--- src/rtl/wdg_pkg.sv ---
package wdg_pkg;
    localparam logic [7:0] KEY_FIRST  = 8'h1E;
    localparam logic [7:0] KEY_SECOND = 8'hE1;

    typedef enum logic {
        KEY_WAIT = 1'b0,
        KEY_HALF = 1'b1
    } key_state_e;

    function automatic logic is_first(input logic [7:0] d);
        return d == KEY_FIRST;
    endfunction

    function automatic logic is_second(input logic [7:0] d);
        return d == KEY_SECOND;
    endfunction
endpackage

--- src/rtl/wdg_keyseq.sv ---
module wdg_keyseq
    import wdg_pkg::*;
#(
    parameter int ADDR_W = 8,
    parameter logic [ADDR_W-1:0] REG_ADDR = 8'hA6
) (
    input  logic              clk,
    input  logic              clr,
    input  logic              wr_en,
    input  logic [ADDR_W-1:0] wr_addr,
    input  logic [7:0]        wr_data,
    output logic              key_ok
);
    key_state_e state;
    logic       hit;

    always_comb begin
        hit    = wr_en && (wr_addr == REG_ADDR);
        key_ok = hit && (state == KEY_HALF) && is_second(wr_data);
    end

    always_ff @(posedge clk) begin
        if (clr) begin
            state <= KEY_WAIT;
        end else if (hit) begin
            state <= is_first(wr_data) ? KEY_HALF : KEY_WAIT;
        end
    end

    // a first-key write always leaves the sequence half done
    a_r5_first_restarts: assert property (@(posedge clk) disable iff (clr)
        hit && is_first(wr_data) |=> state == KEY_HALF);

    // a completed key consumes the sequence
    a_r2_key_consumed: assert property (@(posedge clk) disable iff (clr)
        key_ok |=> state == KEY_WAIT);
endmodule

--- src/rtl/wdg_count.sv ---
module wdg_count #(
    parameter int CNT_W = 14
) (
    input  logic clk,
    input  logic rst,
    input  logic key_ok,
    input  logic tick,
    input  logic hold,
    output logic ovf
);
    localparam logic [CNT_W-1:0] CNT_MAX = {CNT_W{1'b1}};

    logic             enabled;
    logic [CNT_W-1:0] count;
    logic             step;

    always_comb step = enabled && tick && !hold;

    always_ff @(posedge clk) begin
        if (rst) begin
            enabled <= 1'b0;
            count   <= '0;
            ovf     <= 1'b0;
        end else begin
            ovf <= 1'b0;
            if (key_ok) begin
                enabled <= 1'b1;
                count   <= '0;
            end else if (step) begin
                if (count == CNT_MAX) begin
                    ovf     <= 1'b1;
                    enabled <= 1'b0;
                    count   <= '0;
                end else begin
                    count <= count + 1'b1;
                end
            end
        end
    end

    // a counted tick below the top advances the counter by one
    a_r3_count_step: assert property (@(posedge clk) disable iff (rst)
        step && !key_ok && count != CNT_MAX |=> count == $past(count) + 1'b1);

    // armed stays armed unless the final tick overflows
    a_r6_no_sw_disable: assert property (@(posedge clk) disable iff (rst)
        enabled && !(step && count == CNT_MAX) |=> enabled);

    // a disabled watchdog holds its counter at zero and never requests
    a_r1_idle_quiet: assert property (@(posedge clk) disable iff (rst)
        !enabled && !key_ok |=> count == '0 && !ovf);
endmodule

--- src/rtl/wdg_rstout.sv ---
module wdg_rstout #(
    parameter int PULSE_LEN = 98
) (
    input  logic clk,
    input  logic rst,
    input  logic fire,
    input  logic inhibit,
    output logic drive
);
    localparam int PW = $clog2(PULSE_LEN + 1);

    logic [PW-1:0] remain;

    always_ff @(posedge clk) begin
        if (rst) begin
            remain <= '0;
        end else if (fire && !inhibit) begin
            remain <= PW'(PULSE_LEN);
        end else if (remain != '0) begin
            remain <= remain - 1'b1;
        end
    end

    always_comb drive = (remain != '0);

    // the pin drive only starts after an uninhibited request
    a_r7_drive_start: assert property (@(posedge clk) disable iff (rst)
        $rose(drive) |-> $past(fire) && !$past(inhibit));

    // an inhibited request starts no drive
    a_r7_inhibited: assert property (@(posedge clk) disable iff (rst)
        fire && inhibit && !drive |=> !drive);
endmodule

--- src/rtl/wdg_top.sv ---
module wdg_top
    import wdg_pkg::*;
#(
    parameter int CNT_W = 14,
    parameter int PULSE_LEN = 98,
    parameter int ADDR_W = 8,
    parameter logic [ADDR_W-1:0] REG_ADDR = 8'hA6
) (
    input  logic              clk,
    input  logic              rst,
    input  logic              wr_en,
    input  logic [ADDR_W-1:0] wr_addr,
    input  logic [7:0]        wr_data,
    input  logic              mc_tick,
    input  logic              idle,
    input  logic              rto_disable,
    input  logic              idle_halt,
    output logic              sys_rst_req,
    output logic              rst_pin_drive
);
    logic key_ok;
    logic ovf;
    logic seq_clr;
    logic hold;

    always_comb begin
        seq_clr = rst || ovf;
        hold    = idle && idle_halt;
    end

    wdg_keyseq #(.ADDR_W(ADDR_W), .REG_ADDR(REG_ADDR)) u_key (
        .clk(clk), .clr(seq_clr), .wr_en(wr_en), .wr_addr(wr_addr),
        .wr_data(wr_data), .key_ok(key_ok)
    );

    wdg_count #(.CNT_W(CNT_W)) u_cnt (
        .clk(clk), .rst(rst), .key_ok(key_ok), .tick(mc_tick),
        .hold(hold), .ovf(ovf)
    );

    wdg_rstout #(.PULSE_LEN(PULSE_LEN)) u_out (
        .clk(clk), .rst(rst), .fire(ovf), .inhibit(rto_disable),
        .drive(rst_pin_drive)
    );

    always_comb sys_rst_req = ovf;

    // the reset request lasts a single clock
    a_r3_req_single: assert property (@(posedge clk) disable iff (rst)
        sys_rst_req |=> !sys_rst_req);
endmodule

--- config.mk ---
export PLATFORM = sky130hd
export DESIGN_NAME = wdg_top
export DESIGN_NICKNAME = d
export VERILOG_FILES = /design/src/rtl/wdg_pkg.sv /design/src/rtl/wdg_keyseq.sv /design/src/rtl/wdg_count.sv /design/src/rtl/wdg_rstout.sv /design/src/rtl/wdg_top.sv
export SDC_FILE = /design/constraint.sdc
export NUM_CORES = 1
export LEC_CHECK = 0
export BUFFER_PORTS_ARGS = -buffer_cell sky130_fd_sc_hd__buf_4
export CAP_MARGIN = 30
export CELL_PAD_IN_SITES_DETAIL_PLACEMENT = 0
export CELL_PAD_IN_SITES_GLOBAL_PLACEMENT = 1
export CORE_MARGIN = 3
export CORE_UTILIZATION = 40
export CTS_CLUSTER_DIAMETER = 200
export DETAILED_ROUTE_END_ITERATION = 6
export HOLD_SLACK_MARGIN = 0.06
export PLACE_DENSITY = 0.74
export SYNTH_ARGS = -nofsm -noshare
export SYNTH_HDL_FRONTEND = slang
export SYNTH_SLANG_ARGS = --single-unit
--- constraint.sdc ---
create_clock -name clk -period 2.1 [get_ports clk]
set_input_delay 0.315 -clock clk [delete_from_list [all_inputs] [get_ports clk]]
set_output_delay 0.315 -clock clk [all_outputs]
set_load 0.03 [all_outputs]
# Yosys cells after proc, flatten, opt, wreduce, memory -nomap -nowiden

Index checks and enable logic that the tools add are counted.

Register bits: 24
Bits of input ports: 23
Logic and storage cells: 39

Add/subtract/negate cells: 2
Equality and inequality tests: 4
Mux-type cells: 8
Bitwise gates (word level): 1
Reduce and logical (&&, ||, !) cells: 18

Operators with widths:

| operator                                          | count |
|---|---|
| == test 8 bit (second input constant)             | 2 |
| adder 14 x 1 -> 14 bit (second input constant)    | 1 |
| == test 14 bit (second input constant)            | 1 |
| 2-to-1 mux 14 bit                                 | 1 |
| 2-to-1 mux 7 bit                                  | 2 |
| == test 8 x 5 -> 1 bit (second input constant)    | 1 |
| logical AND 1 bit                                 | 7 |
| nonzero test 7 bit                                | 1 |
| subtractor 7 x 1 -> 7 bit (second input constant) | 1 |
| nonzero test 2 bit                                | 3 |
| 2-to-1 mux 1 bit                                  | 5 |
| OR reduction 2 bit                                | 2 |
| OR reduction 3 bit                                | 1 |
| zero test 1 bit                                   | 2 |
| AND reduction 2 bit                               | 1 |
| logical OR 1 bit                                  | 1 |
| NOT 1 bit                                         | 1 |

# Logic depth before layout (Yosys ltp)

Gate-level depths: netlist of the first run.

Word-level depth: 6
Depth in mapped cells: 6
Mapped depth without buffers: 6

# Hierarchy

A second synthesis of the first run with hierarchy kept.

Cells, all modules: 144
Area total of the unflattened synthesis: 1270.0 sq um

By module, submodules not included:

| module     | times used | cells an instance | area each (sq um) | sequential area each (sq um) |
|---|---|---|---|---|
| wdg_count  | 1          | 89                | 770.7             | 320.3 |
| wdg_rstout | 1          | 40                | 375.4             | 140.1 |
| wdg_keyseq | 1          | 13                | 111.4             | 20.0 |
| wdg_top    | 1          | 2                 | 12.5              | 0.0 |

# Worst setup path before layout of the first run

No wires, ideal clock.

Path kind: register -> output
From: register u_out.remain[0]
To: output port rst_pin_drive
Data arrival time: 1247 ps
Path slack: 538 ps
Stages on the path, launching flop included: 6
Path through: dfxtp_1 -> inv_1 -> ha_1 -> nand2b_1 -> nor3b_2 -> inv_1

Word-level cells in the longest chain between the ends: 1

Ends and longest elaborated chain:

| element                | RTL line         | source |
|---|---|---|
| start, declared        | wdg_rstout.sv:12 | `logic [PW-1:0] remain;` |
| start signal, assigned | wdg_rstout.sv:18 | `remain <= PW'(PULSE_LEN);` |
| start signal, assigned | wdg_rstout.sv:20 | `remain <= remain - 1'b1;` |
| nonzero test 7 bit     | wdg_rstout.sv:24 | `always_comb drive = (remain != '0);` |
| end, declared          | wdg_top.sv:19    | `output logic rst_pin_drive` |

Every way passes these cells.

# Final worst setup path of the first run

Ends and elaborated chain as after synthesis.

==> out/metrics.csv, run 1 <==
metric,value,unit
"EDFF count, synth",0,
Setup Buffers After CTS,0,
most frequent cell after synthesis,dfxtp_1,
period utilisation layout,91.4,%
"Arr. time, crit path",1.60,ns
cell repeated most along the worst path,inv_1,
Max-Cap Viols,0,
crit-path max FO,3,
drt initial violations,37,
hold buffers post-CTS,0,
Worst EP required,1.78,ns
drt total wl,2530,um
Slew @ Worst Pin,0.434,ns
fmax,521,MHz
# nets final,189,
detailed-route DRC error count,0,
IO Pins,25,
Fill cells,281,
drt wl/cell,12.4,um
Core ar.,0.00288,mm^2
fin worst setup slack,0.181,ns
H-tree Lvls,1,
Syn Inst Count,136,
library cells used by synthesis,45,
Commonest cells post-synth,"dfxtp_1 (24), nor3_1 (9), nand2_1 (8), xor2_1 (8), a21oi_1 (7)",
vias in the first global route,1037,
Yosys Warn Count,0,
clock skew,0.00695,ns
"Gates resized, CTS repair",0,
"delay-heaviest family, CP",simple AND/OR/NAND/NOR gates,
PortBufs,24,
dpl hpwl,1910,um
final hold vios,0,
GRT Resource Usage Total,13.8,%
Synth area leader,dfxtp_1,
CTS sink cnt,24,
pin count of the biggest net entering global routing,16,
share of cells above drive strength 1,26.4,%
Rows,19,
Final ANT Viol Nets,0,
Netlist Area Pre-Place,0.00126,mm^2
worst vdd ir,0.380,mV
CTS buffer count,3,
share of Yosys cell area claimed by the top area cell type,38.1,%
RSZ-0062 raised after global routing,no,
"Reg clk slew, reported paths",0.13,ns
Crit. End Element,output port,
Post-synth ARST share,0,%
Slowest cell on crit path,dfxtp_1,
Die Area,0.00386,mm^2
Leakage Power,0.560,nW
sequential-to-total area share from yosys stat,38.1,%
Synth area leaders,"dfxtp_1 (38%), xor2_1 (5.6%), nor3_1 (3.6%), a21oi_1 (2.8%), nand3_1 (2.4%)",
fin. max-slew vios,0,
ANT cells,0,
Via density,5.40,
clk buf depth,2,
initial antenna violation count,0,
HP Class,input port to register,
routed via count,1107,
critical path type,register to output port,
status,"finished, final reports clean",
die height,62.1,um
first-pass iteration count of the detailed router,3,
Placer Congestion,0.790,
Power Dens Cells,801,mW/mm^2
Die Span X,62.1,um
pre-CTS WS,0.287,ns
Critical Path Max Stage Delay,0.33,ns
clk root buf,clkbuf_4,
area added between synthesis and finish,21.0,%
"flops & latches, synth",24,
Setup-failing EPs final,0,
crit-path cells,"inv_1, ha_1, nand2b_1, nor3b_2, inv_1, buf_4",
Initial Util,43.8,%
Main synth FF type,dfxtp_1,
crit path time final,1.92,ns
Worst slew margin,71.1,%
Setup crit start kind,register,
final setup TNS,0,ns
CTS tree,yes,
first-pass GRT wire length,4440,um
Synth Area per Inst,9.26,um^2
worst skew pair latency,0.31,ns
grt ovf,0,
syn nets,161,
"Buf+Inv Stages, Crit Path",3,
==> final timing paths <==
check,startpoint,endpoint,slack (ns),depth (start not counted)
worst max register to register,u_cnt.count[0]$_SDFFE_PP0P_,u_cnt.count[6]$_SDFFE_PP0P_,0.35,5
worst min register to register,u_cnt.enabled$_SDFFE_PP0P_,u_cnt.enabled$_SDFFE_PP0P_,0.48,2
worst min-delay path,rst,u_out.remain[1]$_SDFFE_PP0P_,0.23,2
worst max-delay path,u_out.remain[0]$_SDFFE_PP0P_,rst_pin_drive,0.18,6
==> layout by cell type, fill, tap and decap left out, types with 3 or more instances in the layout <==
cell type,instances
buf_4,26
dfxtp_1,24
nor3_1,9
xor2_1,8
nand2_1,8
a21oi_1,7
nand3_1,6
o21ai_0,5
inv_1,4
nor4_1,4
nand4_1,4
or3_1,4
nand2b_1,3
xnor2_1,3
and2_1,3
a211oi_1,3
nor2_1,3
clkbuf_4,3
==> state kept, by name, indices dropped and copies added, names as in the netlist <==
signal and cells:
u_cnt.count 14, u_out.remain 7, u_cnt.enabled 1, u_cnt.ovf 1, u_key.state 1
==> final cells by class <==
cell class              instances  area [um^2]  area share [%]
multi-input cells             105          744            48.9
repair buffers                 26          195            12.8
inverters                       4         15.0           0.985
clock buffers                   4         36.3            2.38
flip-flops and latches         24          480            31.5
well taps                      42         52.6            3.45
==> through the flow <==
stage / cell area, um^2 / total power [mW] / cells / utilization, % / hold WS, ns
after floorplan: 1260 / 0.864 / 136 / - / 0.446
after global placement: 1490 / 0.984 / 201 / 51.7 / 0.470
after detailed placement: 1490 / 0.996 / 201 / 51.7 / 0.469
after CTS: 1520 / 1.24 / 205 / 53.0 / 0.215
after global routing: 1520 / 1.31 / 205 / 53.0 / 0.226
final: 1520 / 1.22 / 205 / 53.0 / 0.231
==> kinds of logic after synthesis <==
group                    share of synthesized area [%]
adder cells (fa/ha/maj)                           1.99
multiplexers                                      1.69
buffers and inverters                             2.78
AND/OR/NAND/NOR                                   34.6
XOR/XNOR                                          7.65
AO/OA/AOI/OAI                                     13.2
flip-flops                                        38.1
==> power by group <==
part	switching (mW)	internal (mW)	total [mW]	leakage (nW)
registers	0.0438	0.509	0.552	0.195
clock network	0.135	0.106	0.240	0.0210
logic	0.210	0.218	0.428	0.345
total	0.388	0.833	1.22	0.560
==> routing by layer <==
metal  vias up  wire length (um)  track usage, %
met5         -                 0               0
met1       521              1220            17.5
met3         2               118            3.24
met4         0                17            4.97
li1        566                 -               -
met2        18              1170            22.8
No activity file was read; power rests on OpenSTA's default activity.
==> inputs of run 2 (changes only) <==
--- a/config.mk
+++ b/config.mk
@@ -5,14 +5,16 @@
 export SDC_FILE = /design/constraint.sdc
 export NUM_CORES = 1
 export LEC_CHECK = 0
+export ABC_AREA = 1
 export BUFFER_PORTS_ARGS = -buffer_cell sky130_fd_sc_hd__buf_4
 export CAP_MARGIN = 30
 export CELL_PAD_IN_SITES_DETAIL_PLACEMENT = 0
 export CELL_PAD_IN_SITES_GLOBAL_PLACEMENT = 1
 export CORE_MARGIN = 3
-export CORE_UTILIZATION = 40
+export CORE_UTILIZATION = 38
 export CTS_CLUSTER_DIAMETER = 200
 export DETAILED_ROUTE_END_ITERATION = 6
+export GPL_TIMING_DRIVEN = 0
 export HOLD_SLACK_MARGIN = 0.06
 export PLACE_DENSITY = 0.74
 export SYNTH_ARGS = -nofsm -noshare
==> run 2 against run 1 <==
  * Sequential power is 1% lower
  * Critical path depth stayed put
  * Register-to-register slack better by 0.31 ns
  * Synthesized cell count is 43% higher
  * Design area is 7.6% higher
  * Critical endpoint unchanged
  * Clock power is 43% higher
  * Non-clock buffer count is 2 lower
  * Utilization is 4.6 points lower
  * Count of clock-buffer cells in the layout is 1 lower
  * Via count is 9.9% higher
  * Sequential share of layout area is 2.2 points lower
  * Cell count is 31% higher
==> out/metrics.csv, run 2 <==
metric,value,unit,change
drt initial violations,68,,was 37
Synth Area in Compound Gates,6.49,%,was 13.2%
Synth area leader,dfxtp_1,,unchanged
Yosys Warn Count,0,,unchanged
detailed-route DRC error count,0,,unchanged
Setup crit start kind,register,,unchanged
"Gates resized, CTS repair",0,,unchanged
Hold Crit Start,rst,,unchanged
Via density,4.52,,was 5.40
Initial Util,39.8,%,was 43.8%
Logic pwr share,31.7,%,was 35.1%
first-pass iteration count of the detailed router,4,,was 3
worst hold path cell count,2,,unchanged
Slew @ Worst Pin,0.371,ns,was 0.434 ns
Syn Inst Count,195,,was 136
Synth Area per Inst,6.92,um^2,was 9.26 um^2
Power Dens Cells,792,mW/mm^2,was 801 mW/mm^2
RSZ-0062 raised after global routing,no,,unchanged
Slowest cell on crit path,dfxtp_1,,unchanged
"leading cell type in the layout, fill and taps excluded",nand2_1,,was buf_4
Die Area,0.00430,mm^2,was 0.00386 mm^2
CTS tree,yes,,unchanged
Hold Path End,u_out.remain[6]$_SDFFE_PP0P_,,was u_out.remain[1]$_SDFFE_PP0P_
CTS sink cnt,24,,unchanged
worst vdd ir,0.295,mV,was 0.380 mV
syn nets,220,,was 161
first-pass GRT wire length,5200,um,was 4440 um
final hold vios,0,,unchanged
Total Power,1.30,mW,was 1.22 mW
CTS buffer count,3,,unchanged
Clk pwr share,26.4,%,was 19.7%
period utilisation layout,90.8,%,was 91.4%
clk buf depth,2,,unchanged
Fill cells,350,,was 281
RR Startpoint,u_cnt.count[0]$_SDFFE_PP0P_,,unchanged
Crit. End Element,output port,,unchanged
routed via count,1217,,was 1107
Netlist Area Pre-Place,0.00135,mm^2,was 0.00126 mm^2
"EDFF count, synth",0,,unchanged
critical path type,register to output port,,unchanged
vias in the first global route,1233,,was 1037
final setup TNS,0,ns,unchanged
worst r2r path cells,8,,was 5
worst skew pair latency,0.33,ns,was 0.31 ns
Post-Synth XOR/XNOR Area,6.49,%,was 7.65%
mux cell area share after synthesis,0,%,was 1.69%
Max-Cap Viols,0,,unchanged
FF-to-FF End,u_cnt.count[13]$_SDFFE_PP0P_,,was u_cnt.count[6]$_SDFFE_PP0P_
area of the multi-input gates,771,um^2,was 744 um^2
Largest Register,u_cnt.count,,unchanged
fin. max-slew vios,0,,unchanged
IO Pins,25,,unchanged
Placer Congestion,0.805,,was 0.790
Commonest cells post-synth,"nand2_1 (42), nor2_1 (38), dfxtp_1 (24)",,"was dfxtp_1 (24), nor3_1 (9), nand2_1 (8), xor2_1 (8), a21oi_1 (7)"
Post-synth ARST share,0,%,unchanged
Main synth FF type,dfxtp_1,,unchanged
pin count of the biggest net entering global routing,15,,was 16
GRT Resource Usage Total,15.3,%,was 13.8%
die height,65.6,um,was 62.1 um
Switch Pwr,417,uW,was 388 uW
status,"finished, final reports clean",,unchanged
share of Yosys cell area claimed by the top area cell type,35.6,%,was 38.1%
# nets final,249,,was 189
"Reg clk slew, reported paths",0.15,ns,was 0.13 ns
clk root buf,clkbuf_4,,unchanged
Final ANT Viol Nets,0,,unchanged
crit-path max FO,4,,was 3
Setup Buffers After CTS,0,,unchanged
sequential share of power,41.9,%,was 45.2%
most frequent cell after synthesis,nand2_1,,was dfxtp_1
Critical Path Max Stage Delay,0.34,ns,was 0.33 ns
Core ar.,0.00339,mm^2,was 0.00288 mm^2
drt total wl,2740,um,was 2530 um
area added between synthesis and finish,21.5,%,was 21.0%
crit-path cells,"inv_1, ha_1, nand3_1, nor2_1, inv_2, buf_4",,"was inv_1, ha_1, nand2b_1, nor3b_2, inv_1, buf_4"
initial antenna violation count,0,,unchanged
Synth area leaders,"dfxtp_1 (36%), nand2_1 (12%), nor2_1 (11%), inv_1 (6.1%), nand3_1 (5.6%)",,"was dfxtp_1 (38%), xor2_1 (5.6%), nor3_1 (3.6%), a21oi_1 (2.8%), nand3_1 (2.4%)"
Leakage Power,0.664,nW,was 0.560 nW
"Arr. time, crit path",1.59,ns,was 1.60 ns
library cells used by synthesis,28,,was 45
ANT cells,0,,unchanged
Worst EP required,1.78,ns,about the same
H-tree Lvls,1,,unchanged
drt wl/cell,10.2,um,was 12.4 um
Synth Area in Simple Gates,42.3,%,was 34.6%
R2R Setup Slk,0.66,ns,was 0.35 ns
Setup-failing EPs final,0,,unchanged
grt ovf,0,,unchanged
largest family of logic cells by synthesized area,simple AND/OR/NAND/NOR gates,,unchanged
sw frac,32.1,%,was 31.8%
registers with the most flip-flops,"u_cnt.count: 14 flops, u_out.remain: 7 flops",,unchanged
fmax,525,MHz,was 521 MHz
HP Class,input port to register,,unchanged
dpl hpwl,2260,um,was 1910 um
"flops & latches, synth",24,,unchanged
sequential-to-total area share from yosys stat,35.6,%,was 38.1%
most frequent cells in the layout,"nand2_1 (42), nor2_1 (38), buf_4 (24), dfxtp_1 (24), inv_1 (22)",,"was buf_4 (26), dfxtp_1 (24), nor3_1 (9)"
Die Span X,65.6,um,was 62.1 um
PortBufs,24,,unchanged
crit path time final,1.91,ns,was 1.92 ns
Worst slew margin,75.2,%,was 71.1%
Rows,21,,was 19
internal power,881,uW,was 833 uW
post-synthesis adder-cell area fraction,1.86,%,was 1.99%
max FFs per register,14,,unchanged
clock skew,0.0168,ns,was 0.00695 ns
share of cells above drive strength 1,23.3,%,was 26.4%
hold buffers post-CTS,0,,unchanged
register area,480,um^2,unchanged
-- run 2: changes by cell type in the layout (fill, tap and decap cells not counted), sizes merged, moves of 4 or more --
cell | before | now
nor4 | 4 | 0
inv | 4 | 25
nor3 | 9 | 5
or3 | 4 | 0
nand2 | 10 | 46
a211oi | 5 | 0
nor2 | 4 | 45
nand3 | 6 | 18
nand4 | 6 | 2
-- run 2: routing by layer --
metal / routed length, um / global-route usage [%] / vias up / share of wire, %
met4: 29 / 3.89 / 0 / 1.1
met3: 123 / 3.59 / 4 / 4.5
met1: 1440 / 20.3 / 525 / 53
li1: - / - / 661 / -
met2: 1140 / 24.9 / 27 / 42
met5: 0 / 0 / - / 0
-- run 2: layout make-up --
| cell class | count | share of cell area [%] |
|---|---|---|
| clock inverter | 1 | 1.83 |
| multi-input combinational | 145 | 47.0 |
| timing repair buffer | 24 | 11.0 |
| clock buffer | 3 | 1.37 |
| sequential | 24 | 29.3 |
| inverter | 26 | 5.95 |
| tap | 46 | 3.51 |
-- run 2: through the flow --
step / instance area [um^2] / hold slack [ns] / instances / util (%) / worst slack (ns)
6_report: 1640 / 0.170 / 269 / 48.4 / 0.193
5_1_grt: 1640 / 0.182 / 269 / 48.4 / 0.0386
4_1_cts: 1640 / 0.174 / 269 / 48.4 / 0.174
3_5_place_dp: 1590 / 0.455 / 265 / 46.8 / 0.563
3_3_place_gp: 1590 / 0.450 / 265 / 46.8 / 0.586
2_1_floorplan: 1350 / 0.384 / 195 / - / 0.789
-- run 2: kinds of logic (layout without fill, tap and decap cells) --
kind of cell             count (synthesis)  count (layout)
flip-flops                              24              24
XOR/XNOR                                10              10
AO/OA/AOI/OAI                           13              13
adder cells (fa/ha/maj)                  2               2
AND/OR/NAND/NOR                        120             120
buffers and inverters                   26              54
-- run 2: worst max-delay path: cells and delay by family, from the launching register on --
| family | cells | cell delay (ns) |
|---|---|---|
| adder cells (fa/ha/maj) | 1 | 0.21 |
| flip-flops | 1 | 0.34 |
| AND/OR/NAND/NOR | 2 | 0.36 |
| buffers and inverters | 3 | 0.36 |
-- run 2: worst max path at each step --
stage	from	endpoint	slack, ns	cells past startpoint
after floorplan	u_out.remain[0]$_SDFFE_PP0P_	rst_pin_drive	0.79	5
after global placement	u_out.remain[0]$_SDFFE_PP0P_	rst_pin_drive	0.59	6
after detailed placement	u_out.remain[0]$_SDFFE_PP0P_	rst_pin_drive	0.56	6
after CTS	u_out.remain[0]$_SDFFE_PP0P_	rst_pin_drive	0.17	6
after global routing	u_out.remain[0]$_SDFFE_PP0P_	rst_pin_drive	0.04	6
final	u_out.remain[0]$_SDFFE_PP0P_	rst_pin_drive	0.19	6
-- run 2: power by group through the flow --
stage,logic [mW],registers [mW],clock network (mW)
after floorplan,0.309,0.546,0
after global placement,0.405,0.554,0
after CTS,0.416,0.544,0.352
after global routing,0.478,0.551,0.362
final,0.411,0.544,0.343
after detailed placement,0.416,0.553,0
